$ cat src/rtl/acc_alu_pkg.sv
package acc_alu_pkg;

  localparam int ACC_N = 4;
  localparam int SEL_W = 2;
  localparam int OP_W  = 16;

  typedef enum logic [2:0] {
    FN_NOT = 3'd0, FN_NEG = 3'd1, FN_INC = 3'd2, FN_MOV = 3'd3,
    FN_ADD = 3'd4, FN_SUB = 3'd5, FN_SBC = 3'd6, FN_AND = 3'd7
  } fn_e;

  typedef enum logic [1:0] {
    SH_NONE = 2'd0, SH_ROL = 2'd1, SH_ROR = 2'd2, SH_SWAP = 2'd3
  } sh_e;

  typedef enum logic [1:0] {
    CB_KEEP = 2'd0, CB_ZERO = 2'd1, CB_ONE = 2'd2, CB_FLIP = 2'd3
  } cb_e;

  typedef enum logic [2:0] {
    SK_NEVER = 3'd0, SK_ALWAYS = 3'd1, SK_CZ = 3'd2, SK_CNZ = 3'd3,
    SK_RZ = 3'd4, SK_RNZ = 3'd5, SK_RZ_OR_CZ = 3'd6, SK_RNZ_AND_CNZ = 3'd7
  } sk_e;

  typedef struct packed {
    logic             grp;
    logic [SEL_W-1:0] src;
    logic [SEL_W-1:0] dst;
    fn_e              fn;
    sh_e              sh;
    cb_e              cb;
    logic             nold;
    sk_e              sk;
  } op_t;

endpackage

$ cat src/rtl/acc_alu_exec.sv
module acc_alu_exec
  import acc_alu_pkg::*;
#(
  parameter int W = 16
) (
  input  logic [W-1:0] src_val,
  input  logic [W-1:0] dst_val,
  input  fn_e          fn,
  input  cb_e          cb,
  input  logic         carry_in,
  output logic [W-1:0] res,
  output logic         c_res
);

  localparam logic [W:0] ONE = {{W{1'b0}}, 1'b1};

  logic [W:0] sum;
  logic       base;

  always_comb begin
    unique case (fn)
      FN_NOT:  sum = {1'b0, ~src_val};
      FN_NEG:  sum = {1'b0, ~src_val} + ONE;
      FN_INC:  sum = {1'b0, src_val} + ONE;
      FN_MOV:  sum = {1'b0, src_val};
      FN_ADD:  sum = {1'b0, dst_val} + {1'b0, src_val};
      FN_SUB:  sum = {1'b0, dst_val} + {1'b0, ~src_val} + ONE;
      FN_SBC:  sum = {1'b0, dst_val} + {1'b0, ~src_val};
      default: sum = {1'b0, dst_val & src_val};
    endcase
  end

  always_comb begin
    unique case (cb)
      CB_KEEP: base = carry_in;
      CB_ZERO: base = 1'b0;
      CB_ONE:  base = 1'b1;
      default: base = ~carry_in;
    endcase
  end

  assign res   = sum[W-1:0];
  assign c_res = base ^ sum[W];

endmodule

$ cat src/rtl/acc_alu_shift.sv
module acc_alu_shift
  import acc_alu_pkg::*;
#(
  parameter int W = 16
) (
  input  logic [W-1:0] in_val,
  input  logic         in_c,
  input  sh_e          sh,
  output logic [W-1:0] out_val,
  output logic         out_c
);

  localparam int HALF = W / 2;

  always_comb begin
    unique case (sh)
      SH_ROL: begin
        out_val = {in_val[W-2:0], in_c};
        out_c   = in_val[W-1];
      end
      SH_ROR: begin
        out_val = {in_c, in_val[W-1:1]};
        out_c   = in_val[0];
      end
      SH_SWAP: begin
        out_val = {in_val[HALF-1:0], in_val[W-1:HALF]};
        out_c   = in_c;
      end
      default: begin
        out_val = in_val;
        out_c   = in_c;
      end
    endcase
  end

endmodule

$ cat src/rtl/acc_alu_skip.sv
module acc_alu_skip
  import acc_alu_pkg::*;
#(
  parameter int W = 16
) (
  input  logic [W-1:0] val,
  input  logic         c,
  input  sk_e          sk,
  output logic         take
);

  logic rz;
  logic cz;

  assign rz = (val == '0);
  assign cz = ~c;

  always_comb begin
    unique case (sk)
      SK_NEVER:       take = 1'b0;
      SK_ALWAYS:      take = 1'b1;
      SK_CZ:          take = cz;
      SK_CNZ:         take = ~cz;
      SK_RZ:          take = rz;
      SK_RNZ:         take = ~rz;
      SK_RZ_OR_CZ:    take = rz | cz;
      default:        take = ~rz & ~cz;
    endcase
  end

endmodule

$ cat src/rtl/acc_alu_regs.sv
module acc_alu_regs
  import acc_alu_pkg::*;
#(
  parameter int W = 16
) (
  input  logic               clk,
  input  logic               rst_n,
  input  logic               pre_en,
  input  logic [SEL_W-1:0]   pre_sel,
  input  logic [W-1:0]       pre_data,
  input  logic               pre_carry,
  input  logic               ex_en,
  input  logic               ex_wr,
  input  logic [SEL_W-1:0]   ex_sel,
  input  logic [W-1:0]       ex_data,
  input  logic               ex_carry,
  input  logic               ex_skip,
  output logic [ACC_N*W-1:0] acc_flat,
  output logic               carry_q,
  output logic               skip_q,
  output logic               skip_vld_q
);

  logic [W-1:0] acc_q [ACC_N];
  logic [W-1:0] acc_d [ACC_N];
  logic         carry_d;
  logic         skip_d;
  logic         skip_vld_d;

  always_comb begin
    for (int i = 0; i < ACC_N; i++) begin
      acc_d[i] = acc_q[i];
    end
    carry_d    = carry_q;
    skip_d     = 1'b0;
    skip_vld_d = 1'b0;
    if (pre_en) begin
      acc_d[pre_sel] = pre_data;
      carry_d        = pre_carry;
    end else if (ex_en) begin
      skip_d     = ex_skip;
      skip_vld_d = 1'b1;
      if (ex_wr) begin
        acc_d[ex_sel] = ex_data;
        carry_d       = ex_carry;
      end
    end
  end

  always_ff @(posedge clk or negedge rst_n) begin
    if (!rst_n) begin
      for (int i = 0; i < ACC_N; i++) begin
        acc_q[i] <= '0;
      end
      carry_q    <= 1'b0;
      skip_q     <= 1'b0;
      skip_vld_q <= 1'b0;
    end else begin
      for (int i = 0; i < ACC_N; i++) begin
        acc_q[i] <= acc_d[i];
      end
      carry_q    <= carry_d;
      skip_q     <= skip_d;
      skip_vld_q <= skip_vld_d;
    end
  end

  for (genvar g = 0; g < ACC_N; g++) begin : g_flat
    assign acc_flat[g*W +: W] = acc_q[g];
  end

endmodule

$ cat src/rtl/acc_alu_unit.sv
module acc_alu_unit
  import acc_alu_pkg::*;
#(
  parameter int W = 16
) (
  input  logic               clk,
  input  logic               rst_n,
  input  logic               op_valid,
  input  logic [OP_W-1:0]    op_word,
  input  logic               pre_en,
  input  logic [SEL_W-1:0]   pre_sel,
  input  logic [W-1:0]       pre_data,
  input  logic               pre_carry,
  output logic [ACC_N*W-1:0] acc_o,
  output logic               carry_o,
  output logic               skip_o,
  output logic               skip_vld_o
);

  op_t          op;
  logic         exec_en;
  logic [W-1:0] src_val;
  logic [W-1:0] dst_val;
  logic [W-1:0] alu_res;
  logic         alu_c;
  logic [W-1:0] sh_res;
  logic         sh_c;
  logic         skip_take;

  assign op      = op_t'(op_word);
  assign exec_en = op_valid & op.grp;
  assign src_val = acc_o[op.src*W +: W];
  assign dst_val = acc_o[op.dst*W +: W];

  acc_alu_exec #(.W(W)) u_exec (
    .src_val  (src_val),
    .dst_val  (dst_val),
    .fn       (op.fn),
    .cb       (op.cb),
    .carry_in (carry_o),
    .res      (alu_res),
    .c_res    (alu_c)
  );

  acc_alu_shift #(.W(W)) u_shift (
    .in_val  (alu_res),
    .in_c    (alu_c),
    .sh      (op.sh),
    .out_val (sh_res),
    .out_c   (sh_c)
  );

  acc_alu_skip #(.W(W)) u_skip (
    .val  (sh_res),
    .c    (sh_c),
    .sk   (op.sk),
    .take (skip_take)
  );

  acc_alu_regs #(.W(W)) u_regs (
    .clk        (clk),
    .rst_n      (rst_n),
    .pre_en     (pre_en),
    .pre_sel    (pre_sel),
    .pre_data   (pre_data),
    .pre_carry  (pre_carry),
    .ex_en      (exec_en),
    .ex_wr      (~op.nold),
    .ex_sel     (op.dst),
    .ex_data    (sh_res),
    .ex_carry   (sh_c),
    .ex_skip    (skip_take),
    .acc_flat   (acc_o),
    .carry_q    (carry_o),
    .skip_q     (skip_o),
    .skip_vld_q (skip_vld_o)
  );

endmodule

$ cat config.mk
export PLATFORM = sky130hd
export DESIGN_NAME = acc_alu_unit
export DESIGN_NICKNAME = d
export VERILOG_FILES = /design/src/rtl/acc_alu_pkg.sv /design/src/rtl/acc_alu_exec.sv /design/src/rtl/acc_alu_shift.sv /design/src/rtl/acc_alu_skip.sv /design/src/rtl/acc_alu_regs.sv /design/src/rtl/acc_alu_unit.sv
export SDC_FILE = /design/constraint.sdc
export NUM_CORES = 1
export LEC_CHECK = 0
export ABC_AREA = 1
export BUFFER_PORTS_ARGS = -buffer_cell sky130_fd_sc_hd__buf_2
export CORE_ASPECT_RATIO = 1.4
export CORE_UTILIZATION = 40
export CTS_BUF_LIST = sky130_fd_sc_hd__clkbuf_16
export DETAILED_ROUTE_END_ITERATION = 8
export GPL_ROUTABILITY_DRIVEN = 0
export GPL_TIMING_DRIVEN = 0
export MAX_ROUTING_LAYER = met4
export SETUP_SLACK_MARGIN = 0.3
export SLEW_MARGIN = 20
export SYNTH_ARGS = -nofsm -noshare
export SYNTH_HDL_FRONTEND = slang
export SYNTH_SLANG_ARGS = --single-unit
$ cat constraint.sdc
create_clock -name clk -period 7.3 [get_ports clk]
set_input_delay 1.46 -clock clk [delete_from_list [all_inputs] [get_ports clk]]
set_output_delay 1.46 -clock clk [all_outputs]
set_load 0.005 [all_outputs]
* Word-level counts from Yosys, hierarchy flattened *
Cells that the tools add are included.

cells by class
  add/subtract/negate cells = 5
  bitwise logic cells = 11
  reductions and logical operators = 8
  shift operators = 2
  multiplexer cells = 21
  order comparisons = 4
  equal/unequal tests = 18

operators with widths
  operator               count
  $mux 64                3
  $bwmux 64              2
  $shiftx 64x7->16       2
  $pmux 17 s7            1
  $demux 16 s2           2
  $pmux 16 s3            1
  $add 16x1->17 const B  2
  $add 16x16->17         2
  $mux 16                2
  $eq 3x3->1 const B     6
  $add 17x1->17 const B  1
  $and 16x16->16         1
  $logic_not 16->1       1
  $not 16->16            1
  $eq 3x2->1 const B     4
  $mux 1                 7
  $pmux 1 s7             1
  $eq 2x2->1 const B     3
  $eq 3x1->1 const B     2
  $ge 3x3->1 const B     2
  $logic_not 3->1        2
  $lt 3x1->1 const B     2
  $not 2->3              2
  $eq 2x1->1 const B     2
  11 further kinds       15

word-level totals
  register bits = 67
  output and inout bits = 67

* Depth between registers and ports, before layout *
Gate-level depths: netlist of run 1.

  word-level depth = 13
  depth in mapped cells = 35
  mapped depth without buffers = 35

* Modules after synthesis *
A second synthesis of run 1 with hierarchy kept.

second synthesis, totals
  cells, all modules = 1703
  area total of the unflattened synthesis = 9392.8 um^2

modules (own cells, without submodules)
  module         instances  area an instance (um^2)  cells an instance  sequential area each (um^2)
  acc_alu_regs   1          3890.0                   576                1676.6
  acc_alu_exec   1          3347.0                   641                0.0
  acc_alu_unit   1          1386.3                   315                0.0
  acc_alu_shift  1          681.9                    150                0.0
  acc_alu_skip   1          87.6                     21                 0.0

* Worst setup path before layout of run 1 *
Ideal clock, no wire load.

  path type = input port to flip-flop
  start point = in op_word[12]
  end point = reg u_regs.skip_q
  path buffers = 0
  required time = 7182 ps
  stages on the path = 29
  data arrival time = 4600 ps
  setup slack = 2582 ps
  path through = nor2_1 > a22oi_1 > nand2_1 > ha_1 > inv_1 > fa_1 > inv_1 > nand3_1 > nand2_1 > nand2_1 > nand3_1 > nand3_1 > nand2_1 > nand2_2 > inv_2 > nand3_2 > nor2_1 > nand2_1 > nand3_1 > nand3b_2 > or2_0 > nand2_1 > nand2_1 > inv_1 > nand2_2 > nor2_4 > nand3_1 > a21oi_1 > nor2_1

between the ends
  word-level cells in the longest chain between the ends = 12
  elaborated cells on any way between the ends = 17
  classes of those cells = 3 x add/sub; 1 x shift; 6 x mux; 6 x bitwise; 1 x reduce/logical

ends and longest elaborated chain
  item                    line                                    RTL
  start: declaration      acc_alu_unit.sv:9                       input logic [OP_W-1:0] op_word,
  $shiftx 64x7->16 (*)    acc_alu_unit.sv:33                      assign dst_val = acc_o[op.dst*W +: W];
  $add 16x16->17          acc_alu_exec.sv:27, acc_alu_exec.sv:28
  $add 17x1->17           acc_alu_exec.sv:27                      FN_SUB: sum = {1'b0, dst_val} + {1'b0, ~src_val} + ONE;
  $pmux 17 s7 (*)         acc_alu_exec.sv:21                      unique case (fn)
  $xor 1x1->1             acc_alu_exec.sv:43                      assign c_res = base ^ sum[W];
  $pmux 16 s3             acc_alu_shift.sv:16                     unique case (sh)
  $logic_not 16->1        acc_alu_skip.sv:15                      assign rz = (val == '0);
  $not 1->1               acc_alu_skip.sv:25, acc_alu_skip.sv:27
  $and 1x1->1             acc_alu_skip.sv:27                      default: take = ~rz & ~cz;
  $pmux 1 s7 (*)          acc_alu_skip.sv:19                      unique case (sk)
  $mux 1 (*)              acc_alu_regs.sv:40                      end else if (ex_en) begin
  $mux 1 (*)              acc_alu_regs.sv:37                      if (pre_en) begin
  net u_regs.skip_d       acc_alu_regs.sv:27                      logic skip_d;
  end signal: assignment  acc_alu_regs.sv:63                      skip_q <= skip_d;
  end: declaration        acc_alu_regs.sv:20                      output logic skip_q,

Mark *: on every way through the listed nets, which the timed path passes. The rest lies on a longest branch.
A chain may end at the register's enable or synchronous reset.

* Final worst setup path of run 1 *
Same ends and word-level chain as after synthesis.

==> results_dict.tcl, run 1 <==
set metrics [dict create \
    status "finished clean" \
    n_antenna_cell 0 \
    leakage_nw 5.06 \
    synth_flop_cell "dfrtp_1" \
    grt_pass1_wl_um 51500 \
    fin_crit_ns 6.01 \
    layout-drive-gt1-share_pct 12.6 \
    io_pins 106 \
    hp-class "reg -> reg" \
    dieHeight_um 173 \
    gr-total-overflow 0 \
    antenna_found_initial 0 \
    synth-async-reset-ratio_pct 100 \
    netlist_area_mm2 0.00835 \
    grtUsageMet2_pct 55.7 \
    ant_nets 0 \
    startpoint "op_word[12]" \
    use_met3_pct 2.28 \
    mostFrequentLayoutCells "443 x nand2_1, 176 x inv_1, 170 x a21oi_1" \
    synthCells 1455 \
    fillers 2314 \
    design_area_mm2 0.00954 \
    hold_viol_final 0 \
    wl_um 33600 \
    io_buffers 104 \
    die_w_um 124 \
    swShare_pct 49.1 \
    finalMaxSlewViolations 0 \
    track_usage_pct 32.7 \
    critPathCaptureType "flop" \
    synth_edf_count 0 \
    clk_path_buf_depth 2 \
    min-delay-start "u_regs.acc_flat[46]$_DFFE_PN0P_" \
    p_clk_share_pct 21.1 \
    cts_setup_buffers 0 \
    clock_skew_ns 0.00879 \
    seq_power_share_pct 24.5 \
    fin_nets 1649 \
    yosysWarnings 0 \
    max-cap-violations 0 \
    clkTransAtPathRegs_ns 0.06 \
    drc_errors 0 \
    reg2reg_from "u_regs.acc_flat[16]$_DFFE_PN0P_" \
    synthDistinctLibCells 47 \
    rsz0062_at_grt "no" \
    p_per_area_mw_per_mm2 232 \
    mostFrequentLayoutCell "nand2_1" \
    fin_crit_sh_pct 82.4 \
    drt_iter0_drc 681 \
    critPathArrivalTime_ns 6.24 \
    ff2ff_path_depth 28 \
    fmaxAchievable_mhz 166 \
    grt_pass1_vias 9718 \
    fp-row-count 62 \
    finalSetupTns_ns 0 \
    ys_seq_area_share_pct 20.1 \
    switchingPower_w 0.00109 \
    use_met1_pct 34.3 \
    start_kind "input port" \
    cts.sinks 67 \
    crit_required_ns 7.53 \
    ir_drop_v 0.000271 \
    clockRootBuffer "clkbuf_16" \
    core_area_mm2 0.0205 \
    die_area_mm2 0.0215 \
    cts_resized 0 \
    h-tree-depth 3 \
    internal_power_w 0.00113 \
    clk-insertion-delay-late_ns 0.34 \
    critical_path_class "in -> reg" \
    cts_buffers 9 \
    path_max_fanout 10 \
    dr.pass1.iters 6 \
    vias 10100 \
    wire_per_inst_um 18.3 \
    syn-num-nets 1533 \
    multi_input_area_mm2 0.00565 \
    dpl_cell_area_mm2 0.00922 \
    cts_hold_buffers 0 \
    setup_violations 0 \
    grt_max_degree 53 \
    via_per_inst 5.51 \
    grt.busiest_layer "met2" \
    area_growth_pct 14.2 \
    worstMarginPinSlew_ns 0.750 \
    synth_seq_cells 67 \
    dp_hpwl_um 28600 \
    regArea_mm2 0.00168 \
    slew_headroom_pct 49.8 \
    combPwrFrac_pct 54.3 \
    start_util_pct 40.8 \
    cts_tree "done" \
    syn_area_per_cell_um2 5.74 \
    min_path_cells 2 \
]
[worst paths after layout]
path                                                    to  slack, ns
setup / recovery                   u_regs.skip_q$_DFF_PN0_       1.29
hold / removal             u_regs.acc_flat[46]$_DFFE_PN0P_       0.59
setup reg to reg                   u_regs.skip_q$_DFF_PN0_       2.86
hold reg to reg            u_regs.acc_flat[46]$_DFFE_PN0P_       0.59
max in group asynchronous  u_regs.acc_flat[33]$_DFFE_PN0P_       5.76
min in group asynchronous  u_regs.acc_flat[60]$_DFFE_PN0P_       0.99
[power by group through the flow]
stage                     clock [W]  sequential (W)  combinational, W
after global placement            0        0.000544           0.00117
final                      0.000468        0.000543           0.00120
after CTS                  0.000469        0.000537           0.00118
after detailed placement          0        0.000544           0.00118
after global routing       0.000484        0.000549           0.00134
after floorplan                   0        0.000514          0.000809
[cells in the mapped netlist (4+ instances only)]
cell type  number  share of area, %
nand3_1       154               9.2
nand2_1       443                20
nor2_1        138               6.2
dfrtp_1        67                20
inv_1         176               7.9
buf_2          10              0.60
ha_1           37               5.5
clkbuf_1       28               1.3
o21ai_1        12              0.72
a22oi_1        37               3.3
inv_2          17              0.76
nand3b_1        6              0.54
o211ai_1       11              0.99
buf_1           4              0.18
buf_6           7              0.94
o21ai_0        51               3.1
nand4_1        12              0.90
nor2_4          7              0.94
nand2_2        15               1.1
nand3_2         7              0.84
a21oi_1       170                10
[cells by family after synthesis]
kind of cell / Yosys count / share of synthesized area (%)
DFF: 67 / 20.1
xor gates and xnor gates: 3 / 0.315
adders and majority gates: 39 / 6.03
AOI/OAI and AO/OA: 298 / 19.9
buffers and inverters: 250 / 12.3
and+or+nand+nor: 798 / 41.4
[per-layer routing]
| layer | vias to the layer above | share of wire (%) |
|---|---|---|
| met4 | 0 | 8.6 |
| met5 | - | 0 |
| met3 | 141 | 5.0 |
| met2 | 443 | 50 |
| li1 | 4972 | - |
| met1 | 4543 | 36 |
[worst max-delay path: stages]
cell and delay [ns]:
buf_2 0.13, nor2_1 0.55, clkbuf_1 0.58, a22oi_1 0.20, nand2_1 0.17, ha_1 0.30, nand2_1 0.15, nor2_1 0.33
nand3_1 0.25, nand4_1 0.18, nand3_1 0.08, nand2_1 0.15, nand2_1 0.12, inv_2 0.09, nand3_1 0.08, nand3_1 0.11
nand2_1 0.14, nand3_1 0.11, nand2_1 0.06, nand2_1 0.16, nand3_1 0.12, nor2_1 0.19, nand3_2 0.11, nor2_4 0.12
nand3_1 0.08, a21oi_1 0.15, nor2_1 0.06
[area by class of cell]
cell class	count	area share, %
well taps	256	3.36
flip-flops and latches	67	17.6
multi-input cells	1138	59.2
clock buffers	9	2.36
repair buffers	105	5.77
inverters	198	7.95
plain buffers	52	2.79
clock inverters	7	0.971
[sequential cells by signal, summed over array words and instances, names as in the netlist]
signal,cells
u_regs.carry_q,1
u_regs.acc_flat,64
u_regs.skip_vld_q,1
u_regs.skip_q,1
[metrics by stage]
| stage | setup WS, ns | cells | power (W) | util, % | hold WS (ns) |
|---|---|---|---|---|---|
| after floorplan | 2.58 | 1455 | 0.00132 | - | 0.562 |
| after global placement | 1.18 | 1815 | 0.00171 | 44.9 | 0.588 |
| after detailed placement | 1.15 | 1816 | 0.00172 | 45.0 | 0.586 |
| after CTS | 1.49 | 1832 | 0.00219 | 46.6 | 0.594 |
| after global routing | 1.08 | 1832 | 0.00237 | 46.6 | 0.622 |
| final | 1.29 | 1832 | 0.00221 | 46.6 | 0.594 |
Note: power is estimated with default switching activity, not from simulation.
==> run 2: changes to the inputs <==
Settings changed: ABC_AREA 1 to 0.
Clock period 7.3 ns to 5.2 ns, I/O delays scaled along.
==> results_dict.tcl, run 2 <==
set metrics [dict create \
    dr.pass1.iters 8 \
    synth_common_cells "82 x nor2_1, 81 x nand2_1, 78 x a21oi_1" \
    clkTransAtPathRegs_ns 0.06 \
    synth_flop_cell "dfrtp_1" \
    crit_required_ns 5.47 \
    die_w_um 124 \
    regArea_mm2 0.00168 \
    critPathSlowestCell "or4_4" \
    synth-xor-area-share_pct 3.27 \
    largest_reg_flops 64 \
    slew_headroom_pct 19.3 \
    ys_seq_area_share_pct 20.2 \
    io_buffers 102 \
    mostFrequentLayoutCells "107 x buf_2, 81 x nor2_1, 80 x nand2_1" \
    status "finished, violations left" \
    synthMuxAreaShare_pct 11.7 \
    io_pins 106 \
    wl_um 35200 \
    syn-num-nets 1099 \
    ir_drop_v 0.000305 \
    finalMaxSlewViolations 0 \
    antenna_found_initial 0 \
    synth-async-reset-ratio_pct 100 \
    clockRootBuffer "clkbuf_16" \
    synthCells 1021 \
    path_max_fanout 5 \
    min_path_cells 1 \
    setup_ws_ns -0.523 \
    leakage_nw 4.33 \
    drc_errors 0 \
    vias 9585 \
    via_per_inst 6.66 \
    grt_pass1_vias 9534 \
    min-delay-start "u_regs.acc_flat[33]$_DFFE_PN0P_" \
    violations "negative setup slack" \
    dp_hpwl_um 26900 \
    yosysWarnings 0 \
    cp_cell_sequence "buf_8 > buf_12 > mux4_2 > ha_4 > inv_2 > fa_2 > a221oi_2 > ha_2 > or4b_4 > or4_4 > a21oi_4 > o2111a_2 > buf_6 > and4_1 > o21ai_2 > xnor2_2 > a21oi_2 > a21o_1 > buf_4 > a41oi_2 > mux2i_1" \
    cts_buffers 9 \
    dpl_cell_area_mm2 0.00929 \
    dieHeight_um 173 \
    path_buf_inv 5 \
    reg2reg_from "u_regs.acc_flat[0]$_DFFE_PN0P_" \
    critPathArrivalTime_ns 5.99 \
    hold_end "u_regs.acc_flat[33]$_DFFE_PN0P_" \
    synthDistinctLibCells 85 \
    design_area_mm2 0.0108 \
    critPathCaptureType "flop" \
    ant_nets 0 \
    core_area_mm2 0.0205 \
    layout-drive-gt1-share_pct 31.0 \
    finalPower_w 0.00400 \
    fmaxAchievable_mhz 175 \
    hp-class "reg -> reg" \
    start_kind "input port" \
    hold_viol_final 0 \
    area_growth_pct 29.8 \
    fillers 1992 \
    fp-row-count 62 \
    cts_hold_buffers 0 \
    synth_top_area_share_pct 20.2 \
    synth_seq_cells 67 \
    track_usage_pct 34.3 \
    wire_per_inst_um 24.5 \
    clock_skew_ns 0.00675 \
    slowest_delay_ns 0.56 \
    synth_top_family_by_area "compound AO/OA/AOI/OAI gates" \
    grt_pass1_wl_um 53600 \
    gr-total-overflow 0 \
    synth_fa_ha_area_share_pct 6.17 \
    die_area_mm2 0.0214 \
    worstMarginPinSlew_ns 1.20 \
    fin_crit_sh_pct 110 \
    synth.most_common_cell "nor2_1" \
    p_per_area_mw_per_mm2 371 \
    rsz0062_at_grt "yes" \
    yosys.area.top_type "dfrtp_1" \
    multi_input_area_mm2 0.00691 \
    syn_area_per_cell_um2 8.14 \
    synthSimpleGateAreaFrac_pct 17.1 \
    cp_top_family "compound AO/OA/AOI/OAI gates" \
    drt_iter0_drc 809 \
    setup_violations 41 \
    fin_crit_ns 5.72 \
    r2r-end "u_regs.skip_q$_DFF_PN0_" \
    cts.sinks 67 \
    clk-insertion-delay-late_ns 0.35 \
    critical_path_class "in -> reg" \
    max-cap-violations 0 \
    cts_tree "done" \
    h-tree-depth 3 \
    clk_path_buf_depth 2 \
    n_antenna_cell 0 \
    synth_area_leaders "dfrtp_1 20%, mux4_2 7.3%, ha_1 5.6%" \
    fin_nets 1257 \
    ff2ff_path_depth 20 \
    finalSetupTns_ns -11.27 \
    netlist_area_mm2 0.00831 \
    start_util_pct 40.6 \
    grt_max_degree 54 \
    mostFrequentLayoutCell "buf_2" \
    r2r_setup_slack_ns -0.06 \
    synth_edf_count 0 \
    synth_compound_area_share_pct 35.6 \
]
[run 2: cell count changes after synthesis, sizes merged, moves of 21 or more]
cell    delta
a22oi     -34
inv      -150
nand3    -144
nor2      -66
o21a      +35
a32oi     +24
o221ai    +32
nand2    -377
clkbuf    +36
a21o      +21
a21oi     -91
mux4      +31
xnor2     +25
[run 2: worst max path at each step]
stage,start,to,slack (ns),depth (start not counted)
after global placement,op_word[12],u_regs.skip_q$_DFF_PN0_,-1.90,18
after detailed placement,op_word[12],u_regs.skip_q$_DFF_PN0_,-1.83,18
final,op_word[11],u_regs.skip_q$_DFF_PN0_,-0.52,21
after CTS,op_word[11],u_regs.skip_q$_DFF_PN0_,-0.50,20
after global routing,op_word[11],u_regs.skip_q$_DFF_PN0_,-0.70,21
after floorplan,op_word[13],u_regs.skip_q$_DFF_PN0_,-0.43,19
[run 2: final cells by class]
type                    count  share of cell area [%]
well taps                 256                    2.97
inverters                  45                    1.57
multi-input cells         826                    64.1
clock inverters             7                   0.870
repair buffers            147                    8.93
plain buffers              83                    3.94
flip-flops and latches     67                    15.5
clock buffers               9                    2.09
[run 2: power breakdown]
part | total, W | internal (W) | switching [W]
Clock | 0.000669 | 0.000418 | 0.000251
Sequential | 0.000706 | 0.000609 | 0.0000968
Combinational | 0.00262 | 0.00108 | 0.00155
[run 2: kinds of logic (layout without fill, tap and decap cells)]
logic type,Yosys count,after routing
muxes,54,54
and+or+nand+nor,291,291
DFF,67,67
AOI/OAI and AO/OA,410,410
adders and majority gates,40,40
xor gates and xnor gates,31,31
buffers and inverters,128,291
[run 2: routing by layer]
layer | GRT usage (%) | vias up | share of wire, %
met3 | 4.06 | 158 | 5.4
met5 | - | - | 0
met4 | 20.8 | 0 | 6.8
li1 | - | 4282 | -
met1 | 37.4 | 4683 | 37
met2 | 58.3 | 462 | 51
[run 2: repair_timing]
action | 4_1_cts | 5_1_grt
gates cloned | 0 | 0
pin swaps | 36 | 33
setup endpoints to repair | 66 | 66
buffers inserted | 31 | 13
resized for setup | 115 | 73
[run 2: per-stage QoR]
step / instances / hold slack, ns / util [%] / setup WS, ns
global placement: 1379 / 0.511 / 45.2 / -1.90
global route: 1440 / 0.554 / 52.7 / -0.701
finish: 1440 / 0.537 / 52.7 / -0.523
CTS: 1427 / 0.540 / 50.6 / -0.502
detailed placement: 1380 / 0.525 / 45.4 / -1.83
floorplan: 1021 / 0.506 / - / -0.428
[run 2: worst reg2reg max path, stage by stage, from the launching register on]
cell and delay, ns:
dfrtp_1 0.42, mux4_2 0.53, inv_2 0.10, ha_4 0.14, inv_2 0.03, fa_2 0.45
a221oi_2 0.32, ha_2 0.22, or4b_4 0.46, or4_4 0.56, a21oi_4 0.21, o2111a_2 0.30
buf_6 0.12, and4_1 0.19, o21ai_2 0.09, xnor2_2 0.23, a21oi_2 0.09, a21o_1 0.20
buf_4 0.14, a41oi_2 0.20, mux2i_1 0.21
